### config.mk
export PLATFORM = sky130hd
export DESIGN_NAME = cfsig_watchdog
export DESIGN_NICKNAME = d
export VERILOG_FILES = /design/src/rtl/cfsig_watchdog.sv
export SDC_FILE = /design/constraint.sdc
export NUM_CORES = 1
export LEC_CHECK = 0
export ABC_CLOCK_PERIOD_IN_PS = 7300
export BUFFER_PORTS_ARGS = -buffer_cell sky130_fd_sc_hd__buf_2
export CAP_MARGIN = 10
export CORE_UTILIZATION = 50
export DETAILED_ROUTE_END_ITERATION = 6
export PLACE_DENSITY = 0.68
export SETUP_SLACK_MARGIN = 0.4
export SLEW_MARGIN = 5
export SYNTH_ARGS = -nofsm -noshare
export SYNTH_HDL_FRONTEND = slang
export SYNTH_SLANG_ARGS = --single-unit
### constraint.sdc
create_clock -name clk -period 7.3 [get_ports clk]
set_input_delay 1.46 -clock clk [delete_from_list [all_inputs] [get_ports clk]]
set_output_delay 1.46 -clock clk [all_outputs]
set_load 0.05 [all_outputs]
### src/rtl/cfsig_watchdog.sv
module cfsig_watchdog #(
  parameter int DATA_W = 32,
  parameter int SIG_W = 16,
  parameter int ID_W = 4,
  parameter int NSUCC = 4,
  parameter int OPC_W = 6,
  parameter logic [OPC_W-1:0] SIG_OPC = '1,
  parameter bit USE_LFSR = 1'b1,
  parameter logic [SIG_W-1:0] POLY = 16'h1021
) (
  input  logic              clk,
  input  logic              rst_n,
  input  logic              fetch_valid,
  input  logic [DATA_W-1:0] fetch_data,
  input  logic              branch_done,
  input  logic              tbl_we,
  input  logic [ID_W-1:0]   tbl_node,
  input  logic [$clog2(NSUCC)-1:0] tbl_slot,
  input  logic [ID_W-1:0]   tbl_succ,
  input  logic              tbl_valid,
  input  logic              err_clr,
  output logic              sig_err,
  output logic [ID_W-1:0]   sig_err_node,
  output logic              flow_err,
  output logic [ID_W-1:0]   flow_err_node
);
  localparam int NNODE  = 1 << ID_W;
  localparam int NCHUNK = DATA_W / SIG_W;

  logic             new_node, prev_valid;
  logic [ID_W-1:0]  prev_id;
  logic [SIG_W-1:0] acc, base, fold, next_acc;
  logic [ID_W-1:0]  succ_id [NNODE][NSUCC];
  logic [NSUCC-1:0] succ_v  [NNODE];
  logic [NSUCC-1:0] hit;

  wire              is_sig  = fetch_valid && fetch_data[DATA_W-1 -: OPC_W] == SIG_OPC;
  wire [SIG_W-1:0]  ref_sig = fetch_data[SIG_W-1:0];
  wire [ID_W-1:0]   ref_id  = fetch_data[SIG_W +: ID_W];

  assign base = new_node ? '0 : acc;

  always_comb begin
    fold = '0;
    for (int i = 0; i < NCHUNK; i++) fold = fold ^ fetch_data[i*SIG_W +: SIG_W];
  end

  generate
    if (USE_LFSR) begin : g_lfsr
      assign next_acc = {base[SIG_W-2:0], 1'b0} ^ (base[SIG_W-1] ? POLY : '0) ^ fold;
    end else begin : g_xor
      assign next_acc = base ^ fold;
    end
  endgenerate

  generate
    for (genvar s = 0; s < NSUCC; s++) begin : g_hit
      assign hit[s] = succ_v[prev_id][s] && succ_id[prev_id][s] == ref_id;
    end
  endgenerate

  wire sig_bad  = is_sig && ref_sig != base;
  wire flow_bad = is_sig && prev_valid && !(|hit);

  always_ff @(posedge clk) begin
    if (!rst_n) begin
      new_node <= 1'b1;
      acc <= '0;
      prev_id <= '0;
      prev_valid <= 1'b0;
    end else begin
      if (fetch_valid) acc <= is_sig ? base : next_acc;
      if (branch_done) new_node <= 1'b1;
      else if (fetch_valid) new_node <= 1'b0;
      if (is_sig) begin
        prev_id <= ref_id;
        prev_valid <= 1'b1;
      end
    end
  end

  always_ff @(posedge clk) begin
    if (!rst_n) begin
      for (int n = 0; n < NNODE; n++) succ_v[n] <= '0;
    end else if (tbl_we) begin
      succ_v[tbl_node][tbl_slot] <= tbl_valid;
    end
  end

  always_ff @(posedge clk) begin
    if (tbl_we) succ_id[tbl_node][tbl_slot] <= tbl_succ;
  end

  always_ff @(posedge clk) begin
    if (!rst_n) begin
      sig_err <= 1'b0;
      sig_err_node <= '0;
      flow_err <= 1'b0;
      flow_err_node <= '0;
    end else begin
      if (sig_bad) begin
        sig_err <= 1'b1;
        if (!sig_err || err_clr) sig_err_node <= ref_id;
      end else if (err_clr) sig_err <= 1'b0;
      if (flow_bad) begin
        flow_err <= 1'b1;
        if (!flow_err || err_clr) flow_err_node <= ref_id;
      end else if (err_clr) flow_err <= 1'b0;
    end
  end


  sig_sticky_chk: assert property (@(posedge clk) disable iff (!rst_n)
    sig_err && !err_clr |=> sig_err && $stable(sig_err_node));

  flow_sticky_chk: assert property (@(posedge clk) disable iff (!rst_n)
    flow_err && !err_clr |=> flow_err && $stable(flow_err_node));

  clr_drop_chk: assert property (@(posedge clk) disable iff (!rst_n)
    err_clr && !is_sig |=> !sig_err && !flow_err);

  sig_rise_chk: assert property (@(posedge clk) disable iff (!rst_n)
    !sig_err && !is_sig |=> !sig_err);

  flow_rise_chk: assert property (@(posedge clk) disable iff (!rst_n)
    !flow_err && !(is_sig && prev_valid) |=> !flow_err);

  idle_quiet_chk: assert property (@(posedge clk) disable iff (!rst_n)
    !fetch_valid |=> $stable(acc) && $stable(prev_id));
endmodule

==> out/results.txt, run 1 <==
Status - completed
Post-synth EDFFs - 320
TritonCTS clock tree - built
Port bufs - 58
Routability cong. - 0.784
Via count - 8709
Largest net degree at the start of global routing - 102
Least-Margin Pin Slew - 1.20 ns
Post-DP HPWL - 20200 microns
Post-route insts no fill - 1525
Total number of H-tree levels - 2
Num CTS Buffers - 39
Max frequency - 260 MHz
Clk Latency, worst-skew pair - 0.51 ns
Fin crit share - 0.528
Post-CTS sizing - 0
DIE AREA - 31900 sq um
Reg2reg setup slack - 3.45 ns
Overall die width - 179 microns
Slew Limit Headroom - 0.199
Critical path peak fanout - 42
Top area cells in the synthesized netlist - edfxtp_1 62%, mux4_2 11%, dfxtp_1 4.6%
Ys async rst share - 0
Startpoint Class - flip-flop
Final setup skew - 0.0165 ns
All-Layer GR Usage - 0.209
Synth cell types - 49
Starting Density - 0.509
Post-Syn Instances - 1053
First-pass GRT wire length - 49400 microns
Post-CTS Hold Fix Bufs - 0
Die H - 179 microns
Worst EP required - 7.74 ns
Number of global-route vias before repair - 8479
Min-delay worst type - reg -> reg
CP Data Arrival Time - 4.30 ns
Power Density - 247 nW/um^2
Tmin final - 3.85 ns
Nets - 1151
CTS sink count - 356
Wire length per cell - 21.3 microns
Ys Warns - 0
Antenna violations before repair - 3
Max cap viols - 0
Core Footprint - 30700 sq um
Synth top area share - 0.616
Fin Setup TNS - 0 ns
Antenna Violating Nets Remaining - 0
Post-Syn Area - 15600 sq um
Setup Fix Bufs, Post-CTS - 0
Drc violations - 0
Final Max Tran Viols - 0
Maximum VDD drop - 0.000188 V
Share of post-route cells with drive strength above 1 - 0.191
Final wirelength - 32500 microns
CTS root buf - clkbuf_16
Area delta synth->final - 11.6%
RSZ-0062 raised after global routing - no
Clock Path Buffers - 3
Leading area contributor after synthesis - edfxtp_1
Final core utilization - 0.568
Hold WS - 0.478 ns
Placed Instances - 1456
CTS clock-pin slew for the worst setup and hold paths - 0.06 ns
Global route total overflow - 0
Seq cells post-synth - 356
DR pass1 iterations - 6
Num ports - 59
Vias/cell - 5.71
Critical path class - reg -> reg
Seq/Total Area, Yosys - 0.662
Avg Cell Area, Syn - 14.8 sq um
Initial drt markers - 816
Dominant synthesized flop cell - edfxtp_1
# setup viols final - 0
Synth Net Count - 1102
Critical Path End Type - flip-flop
Row count - 64
Final hold vios - 0
Pleak - 0.00608 uW
registers in the layout (all words and copies together), names as in the netlist, named ones only:
signal and flops:
prev_id 4, prev_valid 1, acc 16, new_node 1, sig_err 1, flow_err 1
sig_err_node 4, flow_err_node 4, succ_id 256, succ_v 64
cell type report:
| type | instances | area (sq um) |
|---|---|---|
| inverter | 64 | 240 |
| antenna | 1 | 2.50 |
| clock inverter | 20 | 178 |
| timing repair buffer | 69 | 385 |
| tap | 396 | 495 |
| fill | 2360 | 13300 |
| sequential | 356 | 10300 |
| multi-input combinational | 572 | 4770 |
| clock buffer | 47 | 1010 |
through the flow:
stage / total power (uW) / cell area (sq um) / setup WS [ns]
6_report: 4300 / 17400 / 3.45
5_1_grt: 4430 / 17400 / 3.22
4_1_cts: 4330 / 17400 / 3.36
3_5_place_dp: 2500 / 16200 / 3.38
3_3_place_gp: 2500 / 16200 / 3.43
2_1_floorplan: 2420 / 15600 / 4.24
routing by layer:
layer / vias up / track usage / part of all wire
met5: - / 0 / 0
met4: 0 / 0.0551 / 0.018
met3: 55 / 0.0371 / 0.070
met2: 352 / 0.340 / 0.48
met1: 4333 / 0.291 / 0.43
li1: 3969 / - / -
cell usage after synthesis, types with 3 or more instances:
master    instances
mux4_1            3
inv_1            64
nor2_1           94
mux4_2           77
mux2i_1          42
dfxtp_1          36
buf_4             3
o22ai_1           3
nor3_1            6
nor4bb_1          9
a22oi_1          16
nand2_1         146
xnor2_1          52
nand2b_1         10
o32ai_1           8
buf_2            17
edfxtp_1        320
xor2_1            9
nand4_1           4
a31oi_1           8
mux2_2           10
nor2b_1          40
nand3_1           6
buf_1             5
o31ai_1           4
clkbuf_1         34
where the power goes:
| part | switching [uW] | total, uW | internal (uW) |
|---|---|---|---|
| Clock | 758 | 1840 | 1090 |
| Combinational | 116 | 189 | 73.0 |
| Sequential | 17.4 | 2270 | 2250 |
| Total | 891 | 4300 | 3410 |
placed cells by master (no fill, tap or decap), types with 3 or more instances in the layout:
cell and instances:
dfxtp_1 32, buf_2 58, clkbuf_1 8, a22oi_1 16, mux4_2 77, dfxtp_4 3, xnor2_1 52, a31oi_1 8
clkinv_1 8, xor2_1 9, mux4_1 3, bufinv_16 3, inv_1 64, mux2_2 10, nor2_1 94, o22ai_1 3
nor3_1 6, nor4bb_1 9, mux2i_1 42, nand3_1 6, nand4_1 4, o31ai_1 3, clkbuf_16 39, buf_4 10
clkinv_2 6, nor2b_1 40, nand2b_1 10, nand2_1 145, edfxtp_1 320, o32ai_1 8
worst paths after layout:
| path | startpoint | endpoint | cells past startpoint |
|---|---|---|---|
| min reg2reg | flow_err_node[2] | flow_err_node[2] | 2 |
| max reg2reg | flip-flop | flow_err_node[1] | 9 |
| max | flip-flop | flow_err_node[1] | 9 |
| min | flow_err_node[2] | flow_err_node[2] | 2 |
worst max-delay path, cell delays in order (launching register included):
cell	delay, ns
dfxtp_4	0.82
buf_4	0.59
mux4_1	0.62
mux2_2	0.29
nor4bb_1	0.14
or4_1	0.42
nand4_1	0.19
o31ai_2	0.15
nor3_4	0.31
mux2i_1	0.22
cells by family (layout without fill, tap and decap cells):
logic type	count (synthesis)	after routing	share of synthesized area
buffers and inverters	125	200	0.0331
AO/OA/AOI/OAI	53	53	0.0257
other	0	1	0
XOR/XNOR	61	61	0.0342
flip-flops	356	356	0.662
AND/OR/NAND/NOR	326	326	0.0948
multiplexers	132	132	0.150
Power figures use the tool's default switching activity.
==> run 2, diff against run 1 <==
ABC_CLOCK_PERIOD_IN_PS = 3600   (was 7300)
clock period = 3.6 ns   (was 7.3 ns; I/O delays follow)
==> out/results.txt, run 2 (synthesis results as in run 1) <==
Core Footprint - 30700 sq um
Antenna Violating Nets Remaining - 0
CTS clock-pin slew for the worst setup and hold paths - 0.06 ns
Routability cong. - 0.825
Clock Path Buffers - 3
TritonCTS clock tree - built
Share of post-route cells with drive strength above 1 - 0.202
Global route total overflow - 0
All-Layer GR Usage - 0.217
Port bufs - 58
Met2 Routed Length - 16200 microns
DIE AREA - 31900 sq um
Placed Instances - 1467
Dpl ws - 0.513 ns
Critical Path End Type - flip-flop
Max reg flops - 256
Top Registers - succ_id (256), succ_v (64), acc (16)
Antenna violations before repair - 2
Power Density - 503 nW/um^2
Area delta synth->final - 13.1%
DR WL met3 - 2580 microns
Nets - 1163
DR pass1 iterations - 5
Least-Margin Pin Slew - 1.20 ns
Startpoint Class - flip-flop
Sequential share of power - 0.519
Final setup skew - 0.0143 ns
Max frequency - 336 MHz
Worst EP required - 4.04 ns
Switch share - 0.204
CP Data Arrival Time - 3.42 ns
Min-delay worst type - in -> reg
Initial drt markers - 998
Vias/cell - 5.77
Number of global-route vias before repair - 8803
Top Metal Used - met4
Fin crit share - 0.827
Final hold vios - 0
Tmin final - 2.98 ns
Pleak - 0.00619 uW
Post-CTS Hold Fix Bufs - 0
Drc violations - 0
Max cap viols - 0
Most common cell on crit path - mux2i_1
Num CTS Buffers - 38
Critical path class - reg -> reg
Crit path largest cell delay - 0.56 ns
Commonest cells after routing, fill and taps aside - 320 x edfxtp_1, 145 x nand2_1, 94 x nor2_1, 77 x mux4_2, 64 x inv_1
Slew Limit Headroom - 0.202
Most common cell after layout, fill and taps aside - edfxtp_1
Internal - 7060 uW
Logic pwr share - 0.043
Post-DP HPWL - 21600 microns
Critical path peak fanout - 23
Num ports - 59
Overall die width - 179 microns
Largest register by flop count - succ_id
Total number of H-tree levels - 2
CTS sink count - 356
Clock network power share - 0.438
# setup viols final - 0
Final Max Tran Viols - 0
Via count - 8887
Critical-path cell list - buf_12, buf_6, mux4_2, mux2i_1, xor2_1, nand3_1, o31ai_1, a32o_1, nor3_4, mux2i_1
Wire length per cell - 21.8 microns
RSZ-0062 raised after global routing - no
Largest net degree at the start of global routing - 101
Final core utilization - 0.575
Post-route insts no fill - 1541
Status - completed
First-pass GRT wire length - 50800 microns
CTS root buf - clkbuf_16
Maximum VDD drop - 0.000451 V
Final wirelength - 33600 microns
Hold WS - 0.401 ns
Critical path's slowest cell - mux4_2
PnR worst setup slack - 0.621 ns
Clk Latency, worst-skew pair - 0.52 ns
Row count - 64
Starting Density - 0.509
Fin Setup TNS - 0 ns
P_sw - 1810 uW
Die H - 179 microns
DRT met1 WL - 14000 microns
## run 2: cell count changes in the layout (fill, tap and decap cells not counted), moves of 2 or more
| cell | change |
|---|---|
| buf_12 | +3 |
| buf_4 | +8 |
| bufinv_16 | +2 |
| clkbuf_1 | -2 |
| clkinv_1 | +2 |
| clkinv_2 | -2 |
| clkinv_4 | +2 |
## run 2: final timing paths
| kind | slack (ns) | cells past startpoint | start | to |
|---|---|---|---|---|
| min reg2reg | 0.46 | 2 | flow_err_node[1] | flow_err_node[1] |
| max | 0.62 | 10 | flip-flop | flow_err_node[2] |
| max reg2reg | 0.62 | 10 | flip-flop | flow_err_node[2] |
| min | 0.40 | 2 | branch_done | new_node |
## run 2: timing repair
action / 4_1_cts / 5_1_grt
endpoints found under the setup margin: 0 / 5
resized for setup: 0 / 2
buffers inserted: 0 / 3
## run 2: layout make-up
cell class | count | area (sq um)
inverter | 64 | 240
timing repair buffer | 82 | 544
fill | 2357 | 13000
clock buffer | 45 | 998
clock inverter | 24 | 249
tap | 396 | 495
sequential | 356 | 10300
antenna | 2 | 5.00
multi-input combinational | 572 | 4770
## run 2: layer usage
metal,vias up,GRT usage
met5,-,0
met4,0,0.0674
met3,64,0.0413
met2,362,0.351
met1,4454,0.299
li1,4007,-
## run 2: worst max-delay path, delay by kind of cell, from the launching register on
family,cells,cell delay (ns)
DFF,1,0.45
buffers and inverters,2,0.43
xor gates and xnor gates,1,0.09
AOI/OAI and AO/OA,2,0.50
muxes,3,0.97
and+or+nand+nor,2,0.45
## run 2: per-stage QoR
stage,total power (uW),instance area (sq um)
finish,8880,17600
global route,9140,17600
CTS,8930,17600
detailed placement,5080,16300
global placement,5070,16300
floorplan,4910,15600
## run 2: power by group through the flow
stage	Sequential [uW]	Combinational, uW	Clock [uW]
final	4610	386	3890
after CTS	4610	386	3940
after detailed placement	4690	382	0
after global routing	4610	421	4110
after floorplan	4680	234	0
after global placement	4690	376	0
==> run 3, diff against run 2 <==
ABC_AREA = 1   (was unset)
ABC_CLOCK_PERIOD_IN_PS = 2400   (was 3600)
PLACE_DENSITY = 0.7   (was 0.68)
clock period = 2.4 ns   (was 3.6 ns; I/O delays follow)
==> out/results.txt, run 3 <==
Final Max Tran Viols - 0
Top area cells in the synthesized netlist - edfxtp_1 58%, nand2_1 8.0%, nand3_1 5.3%
Routability cong. - 0.861
Power Density - 706 nW/um^2
Starting Density - 0.509
# diodes - 0
Post-synth EDFFs - 320
Most frequent cells after synthesis - 355 x nand2_1, 320 x edfxtp_1, 227 x nor2_1, 176 x nand3_1, 124 x inv_1
Ys Warns - 0
Crit path capture - flow_err
Avg Cell Area, Syn - 9.62 sq um
TritonCTS clock tree - built
Slew Limit Headroom - 0.530
Worst EP required - 2.80 ns
Max cap viols - 0
Final hold vios - 0
Critical path class - reg -> reg
Num ports - 59
Seq cells post-synth - 356
CTS root buf - clkbuf_16
Via count - 12975
Wire length per cell - 20.2 microns
Status - completed
Post-CTS Hold Fix Bufs - 0
Seq/Total Area, Yosys - 0.623
Synth cell types - 28
Synth top area share - 0.580
Reg2reg setup slack - 0.13 ns
Area delta synth->final - 19.0%
Startpoint Class - flip-flop
Pleak - 0.00751 uW
Overall die width - 184 microns
All-Layer GR Usage - 0.264
First-pass GRT wire length - 67400 microns
Least-Margin Pin Slew - 0.705 ns
Largest net degree at the start of global routing - 65
Die H - 184 microns
DIE AREA - 33900 sq um
Maximum VDD drop - 0.000423 V
Antenna violations before repair - 0
Top Registers - succ_id (256), succ_v (64), acc (16)
Row count - 66
Port bufs - 58
Num CTS Buffers - 38
Fin area - 19700 sq um
Antenna Violating Nets Remaining - 0
Max frequency - 441 MHz
Clock Path Buffers - 3
Final wirelength - 45600 microns
Placed cell areas - 17500 sq um
RR Endpoint - flow_err
Total number of H-tree levels - 2
Number of global-route vias before repair - 12354
Share of post-route cells with drive strength above 1 - 0.160
Post-Syn Area - 16600 sq um
Initial drt markers - 1486
Clk Latency, worst-skew pair - 0.52 ns
Final setup skew - 0.0160 ns
CTS sink count - 356
Max reg flops - 256
Critical path peak fanout - 7
RSZ-0062 raised after global routing - yes
Most common cell after layout, fill and taps aside - nand2_1
Worst r2r path cells - 17
Fin Setup TNS - 0 ns
Largest register by flop count - succ_id
Critical Path End Type - flip-flop
Tmin final - 2.27 ns
# fillers - 2615
Cell with the most instances after synthesis - nand2_1
Min-delay worst type - in -> reg
Post-DP HPWL - 25000 microns
Ys async rst share - 0
Commonest cells after routing, fill and taps aside - 342 x nand2_1, 320 x edfxtp_1, 219 x nor2_1, 145 x nand3_1, 124 x inv_1
Post-Syn Instances - 1723
Vias/cell - 5.75
Global route total overflow - 0
CP Data Arrival Time - 2.67 ns
Dominant synthesized flop cell - edfxtp_1
DR pass1 iterations - 6
Leading area contributor after synthesis - edfxtp_1
Core Footprint - 32500 sq um
CTS clock-pin slew for the worst setup and hold paths - 0.06 ns
Fin crit share - 0.945
Synth Net Count - 1772
# setup viols final - 0
Drc violations - 0
Nets - 1833
run 3: cell types whose count changed after synthesis, moves of 35 or more:
| cell | previous run | this run |
|---|---|---|
| clkbuf_1 | 34 | 83 |
| inv_1 | 64 | 124 |
| o21ai_1 | 0 | 44 |
| nand3_1 | 6 | 176 |
| nor3_1 | 6 | 65 |
| o211ai_1 | 1 | 36 |
| mux4_2 | 77 | 0 |
| nor2_1 | 94 | 227 |
| o21ai_0 | 2 | 117 |
| mux2i_1 | 42 | 0 |
| xnor2_1 | 52 | 6 |
| nor2b_1 | 40 | 0 |
| nand2_1 | 146 | 355 |
run 3: per-layer routing:
layer,track usage,routed length [microns],vias to the layer above
met5,0,0,-
met4,0.105,1490,0
met3,0.0475,4760,120
met2,0.429,21500,724
met1,0.351,17800,6157
li1,-,-,5974
run 3: cells by family after synthesis:
| kind of cell | Yosys count | share of synthesized area |
|---|---|---|
| and+or+nand+nor | 849 | 0.215 |
| DFF | 356 | 0.623 |
| buffers and inverters | 256 | 0.0683 |
| AOI/OAI and AO/OA | 229 | 0.0756 |
| xor gates and xnor gates | 33 | 0.0174 |
run 3: critical path, cell delays in order (launching register included):
cell	delay (ns)
dfxtp_4	0.40
buf_12	0.17
buf_12	0.12
inv_8	0.04
buf_4	0.15
nand2_1	0.06
nand2_1	0.05
nand2_1	0.06
nand3_1	0.10
nand3_1	0.13
nand2_1	0.06
a21oi_1	0.20
nand3_2	0.11
nor2_2	0.14
nor2_4	0.08
buf_4	0.13
nand2_1	0.09
a21oi_2	0.05
run 3: how the worst min path moves through the flow:
stage               startpoint              end  slack (ns)  cells after the start
3_3_place_gp   sig_err_node[3]  sig_err_node[3]        0.45                      2
3_5_place_dp   sig_err_node[3]  sig_err_node[3]        0.45                      2
2_1_floorplan       prev_valid       prev_valid        0.44                      2
6_report           branch_done         new_node        0.16                      3
4_1_cts            branch_done         new_node        0.15                      3
5_1_grt            branch_done         new_node        0.18                      3
run 3: final cells by class:
cell class | count | area (sq um) | share of cell area
clock inverters | 21 | 275 | 0.0140
flip-flops and latches | 356 | 10300 | 0.524
repair inverters | 5 | 52.6 | 0.00266
inverters | 127 | 510 | 0.0259
well taps | 442 | 553 | 0.0280
repair buffers | 145 | 1550 | 0.0788
multi-input cells | 1111 | 5360 | 0.272
clock buffers | 48 | 1070 | 0.0544
run 3: report_power, final:
part	leakage, uW	total [uW]	switching (uW)	internal [uW]
sequential	0.00321	6900	41.0	6860
combinational	0.00364	719	489	230
clock	0.000661	6300	2390	3910
total	0.00751	13900	2920	11000
run 3: per-stage QoR:
step	utilization	total power (uW)	setup slack, ns	hold slack [ns]	cells
3_3_place_gp	0.537	7670	0.210	0.446	2158
6_report	0.606	13900	0.133	0.161	2255
2_1_floorplan	-	7380	0.548	0.441	1723
3_5_place_dp	0.537	7690	0.178	0.454	2158
5_1_grt	0.606	14200	0.0147	0.180	2255
4_1_cts	0.591	13900	0.234	0.153	2241
run 3: timing repair:
action,4_1_cts,5_1_grt
gates cloned,9,11
setup endpoints to repair,10,9
setup buffers,5,3
pin swaps,9,24
gates resized for setup,32,73
